### src/rtl/rdl_pkg.sv
package rdl_pkg;
  localparam int unsigned RDL_DEPTH = 21;
  localparam int unsigned RDL_WIDTH = 10;

  typedef enum logic {
    SRC_EXT  = 1'b0,
    SRC_RING = 1'b1
  } rdl_src_e;
endpackage

### src/rtl/rdl_stage.sv
module rdl_stage #(
  parameter int unsigned W = 10
) (
  input  logic         clk,
  input  logic         rst,
  input  logic         en,
  input  logic [W-1:0] d,
  output logic [W-1:0] q
);
  always_ff @(posedge clk) begin
    if (rst)     q <= '0;
    else if (en) q <= d;
  end
endmodule

### src/rtl/rdl_feed_mux.sv
module rdl_feed_mux
  import rdl_pkg::*;
#(
  parameter int unsigned W = 10
) (
  input  rdl_src_e     src,
  input  logic [W-1:0] ext_d,
  input  logic [W-1:0] ring_d,
  output logic [W-1:0] head_d
);
  always_comb begin
    unique case (src)
      SRC_RING: head_d = ring_d;
      default:  head_d = ext_d;
    endcase
  end
endmodule

### src/rtl/ring_delay_line.sv
module ring_delay_line
  import rdl_pkg::*;
#(
  parameter int unsigned DEPTH = RDL_DEPTH,
  parameter int unsigned WIDTH = RDL_WIDTH
) (
  input  logic             clk,
  input  logic             rst,
  input  logic [WIDTH-1:0] smp_in,
  input  logic             recirc,
  input  logic             shift_en,
  output logic [WIDTH-1:0] smp_out
);
  localparam int unsigned LAST = DEPTH - 1;

  logic [DEPTH-1:0][WIDTH-1:0] stage_q;
  logic [WIDTH-1:0]            feed_d;
  logic [WIDTH-1:0]            head_q;
  rdl_src_e                    src_sel;

  assign src_sel = rdl_src_e'(recirc);

  rdl_feed_mux #(.W(WIDTH)) u_feed (
    .src    (src_sel),
    .ext_d  (smp_in),
    .ring_d (stage_q[LAST]),
    .head_d (feed_d)
  );

  for (genvar i = 0; i < DEPTH; i++) begin : g_stage
    if (i == 0) begin : g_head
      rdl_stage #(.W(WIDTH)) u_reg (
        .clk (clk),
        .rst (rst),
        .en  (shift_en),
        .d   (feed_d),
        .q   (stage_q[i])
      );
    end else begin : g_body
      rdl_stage #(.W(WIDTH)) u_reg (
        .clk (clk),
        .rst (rst),
        .en  (shift_en),
        .d   (stage_q[i-1]),
        .q   (stage_q[i])
      );
    end
  end

  assign head_q  = stage_q[0];
  assign smp_out = stage_q[LAST];
endmodule

### config.mk
export PLATFORM = sky130hd
export DESIGN_NAME = ring_delay_line
export DESIGN_NICKNAME = d
export VERILOG_FILES = /design/src/rtl/rdl_pkg.sv /design/src/rtl/rdl_stage.sv /design/src/rtl/rdl_feed_mux.sv /design/src/rtl/ring_delay_line.sv
export SDC_FILE = /design/constraint.sdc
export NUM_CORES = 1
export LEC_CHECK = 0
export BUFFER_PORTS_ARGS = -buffer_cell sky130_fd_sc_hd__buf_4
export CAP_MARGIN = 20
export CORE_MARGIN = 1
export CORE_UTILIZATION = 53
export CTS_CLUSTER_DIAMETER = 150
export DETAILED_ROUTE_END_ITERATION = 8
export PLACE_DENSITY = 0.7
export SYNTH_ARGS = -nofsm -noshare
export SYNTH_HDL_FRONTEND = slang
export SYNTH_SLANG_ARGS = --single-unit
### constraint.sdc
create_clock -name clk -period 0.95 [get_ports clk]
set_clock_uncertainty 0.05 [all_clocks]
set_input_delay 0.0475 -clock clk [delete_from_list [all_inputs] [get_ports clk]]
set_output_delay 0.0475 -clock clk [all_outputs]
set_load 0.02 [all_outputs]
==> results.cfg <==
[synth]
yosysTopAreaCell = dfxtp_1
synth.top_cell.area_share_pct = 55.0
async_flop_share_pct = 0
synth_common_cells = 210 x dfxtp_1, 210 x mux2i_1, 209 x nor2_1, 19 x buf_8, 15 x clkbuf_1
seq_area_frac_synth_pct = 55.0
synth_edf_count = 0
ys_seq_elements = 210
synth-main-ff-cell = dfxtp_1
synth.area.top_cells = dfxtp_1 55%, mux2i_1 28%, nor2_1 10%
syn_inst = 689
yosysWarnings = 0
synth.distinct_cells = 12
syn_area_sq_um = 7640
syn_area_per_cell_sq_um = 11.1
syn_nets = 703

[sta]
fmax_mhz = 945
finalWorstSetupSlack_ns = -0.108
period_share_pct = 111
worst_pin_slew_ns = 0.283
maxSlewViolCount = 0
setup_viol = 11
hold_viol_final = 0
slew-limit-headroom_pct = 81.1
layout_min_cycle_time_ns = 1.06
rsz0062_at_grt = yes

[global_routing]
grt_pass1_vias = 4436
grt_max_degree = 31
antenna_found_initial = 0
grt_pass1_wl_um = 20500
overflow = 0
grt_usage_pct = 16.9

[floorplanning]
pin_count = 24
dieArea_sq_um = 14900
chipWidth_um = 122
rows = 43
core_sq_um = 14000
die_h_um = 122
start_util_pct = 54.6

[layout]
multiInputGateArea_sq_um = 2970
fillers = 1081
instances_no_fill = 921
syn2layout_area_growth_pct = 16.0
num-nets-final = 744
regArea_sq_um = 4220
diodes = 0
layout-drive-gt1-share_pct = 12.6

[clock_tree]
cts_root_buffer = clkbuf_16
insertion_delay_ns = 0.48
path_clk_slew_ns = 0.06
htreeDepth = 1
clk_path_buf_depth = 3
cts.sinks = 210
cts_inserted_buffers = 21
tritoncts = yes

[run]
maxCapViolCount = 0

[critical_path]
slowest_stage = dfxtp_2
critPathLaunchType = register
slowest_delay_ns = 0.35
worst-path-buf-inv = 1
path_class = register to primary output
cp_cell_sequence = buf_6
crit_family = flip-flops
arrival_ns = 0.96
cp_data_required_time_ns = 0.85
endpoint_kind = primary output
critPathMaxFanout = 3

[pwr]
intPower_mw = 13.7
peakVddDrop_mv = 1.63
comb_power_share_pct = 5.1
netSwitchingFraction_pct = 20.7
power_switching_mw = 3.58
power.leakage_nw = 3.96
p_per_area_nw_per_um2 = 1950
seqPwrFrac_pct = 51.4
p_clk_share_pct = 43.5

[placed_design]
post-place-ws_ns = -0.0267
hpwl_um = 7450
gp_congestion = 0.701
dp.cells = 863
io_buffers = 23

[detailed_routing]
num_vias = 4596
ant_nets = 0
wirelength_um = 12000
wl_per_cell_um = 13.1
first_pass_iters = 4
vias_per_cell = 4.99
dr.first_iter.drc_count = 173
drc = 0

[status]
violations = setup timing
status = finished with violations

[hold_path]
worstHoldPathType = input port to register
[cell usage in the layout (no fill, tap or decap)]
master         netlist  layout
mux2i_1            210     210
nor2_1             209     209
dfxtp_1            210     200
clkbuf_16            0      21
buf_4                3      21
buf_12               2      17
dlygate4sd3_1        0      15
buf_6                1      12
dfxtp_2              0      10
a211oi_1             9       9
clkbuf_1            15       5
clkbuf_8             0       5
clkinv_2             0       3
buf_8               19       2
nor2_2               1       1
a211oi_2             1       1
[repair_timing]
action | 4_1_cts | 5_1_grt
gates cloned | 0 | 0
setup endpoints to repair | 10 | 20
pin swaps | 0 | 1
hold endpoints to repair | 22 | 4
hold buffers | 14 | 2
resized for setup | 20 | 4
setup buffers | 8 | 1
[metrics by stage]
step / setup TNS (ns) / hold WS [ns] / instance area [sq um] / util [%] / power [mW]
6_report: -0.893 / 0.0305 / 8860 / 63.3 / 17.3
5_1_grt: -1.27 / 0.0334 / 8860 / 63.3 / 18.0
4_1_cts: -1.08 / 0.00729 / 8830 / 63.1 / 17.5
3_5_place_dp: -0.138 / 0.359 / 7950 / 56.8 / 9.92
3_3_place_gp: 0 / 0.349 / 7950 / 56.8 / 9.91
2_1_floorplan: 0 / 0.231 / 7640 / - / 9.78
[cell families (layout without fill, tap and decap cells)]
logic type | count (synthesis) | after routing | share of synthesized area, %
multiplexers | 210 | 210 | 27.5
flip-flops | 210 | 210 | 55.0
AND/OR/NAND/NOR | 210 | 210 | 10.4
buffers and inverters | 49 | 101 | 6.03
AO/OA/AOI/OAI | 10 | 10 | 1.05
[routing by layer]
layer / vias up / track usage, % / share of wire, %
met4: 0 / 6.87 / 3.2
met1: 2142 / 20.7 / 46
met5: - / 0 / 0
met3: 34 / 3.28 / 2.2
li1: 2382 / - / -
met2: 38 / 28.8 / 49
[area by class of cell]
type | instances | share of cell area [%]
Sequential cell | 210 | 47.6
Clock buffer | 31 | 6.92
Multi-Input combinational cell | 430 | 33.6
Timing Repair Buffer | 67 | 9.18
Clock inverter | 3 | 0.170
Tap cell | 180 | 2.54
[power by group through the flow]
stage               combinational, mW  clock (mW)  sequential [mW]
finish                          0.880        7.53             8.90
global route                    0.940        8.11             8.90
CTS                             0.876        7.73             8.90
detailed placement              0.827           0             9.09
global placement                0.817           0             9.09
floorplan                       0.705           0             9.08
[state kept, by name, summed over array words and instances (netlist names)]
name / count
g_stage.g_body.u_reg.q: 200
g_stage.g_head.u_reg.q: 10
[path summary, 6_finish.rpt]
| check | start | endpoint | slack, ns | cells after the start |
|---|---|---|---|---|
| worst max-delay path | g_stage[20].g_body.u_reg.q[7] | smp_out[7] | -0.11 | 1 |
| worst min-delay path | shift_en | g_stage[0].g_head.u_reg.q[3] | 0.03 | 3 |
| worst max register to register | g_stage[20].g_body.u_reg.q[3] | g_stage[0].g_head.u_reg.q[3] | -0.01 | 4 |
| worst min register to register | g_stage[0].g_head.u_reg.q[7] | g_stage[0].g_head.u_reg.q[7] | 0.44 | 2 |
[worst reg2reg max path, cell delays in order, from the launching register on]
cell and delay (ns):
dfxtp_2 0.33, buf_6 0.11, buf_6 0.10, mux2i_1 0.16, a211oi_1 0.09
No activity file was read; power rests on OpenSTA's default activity.
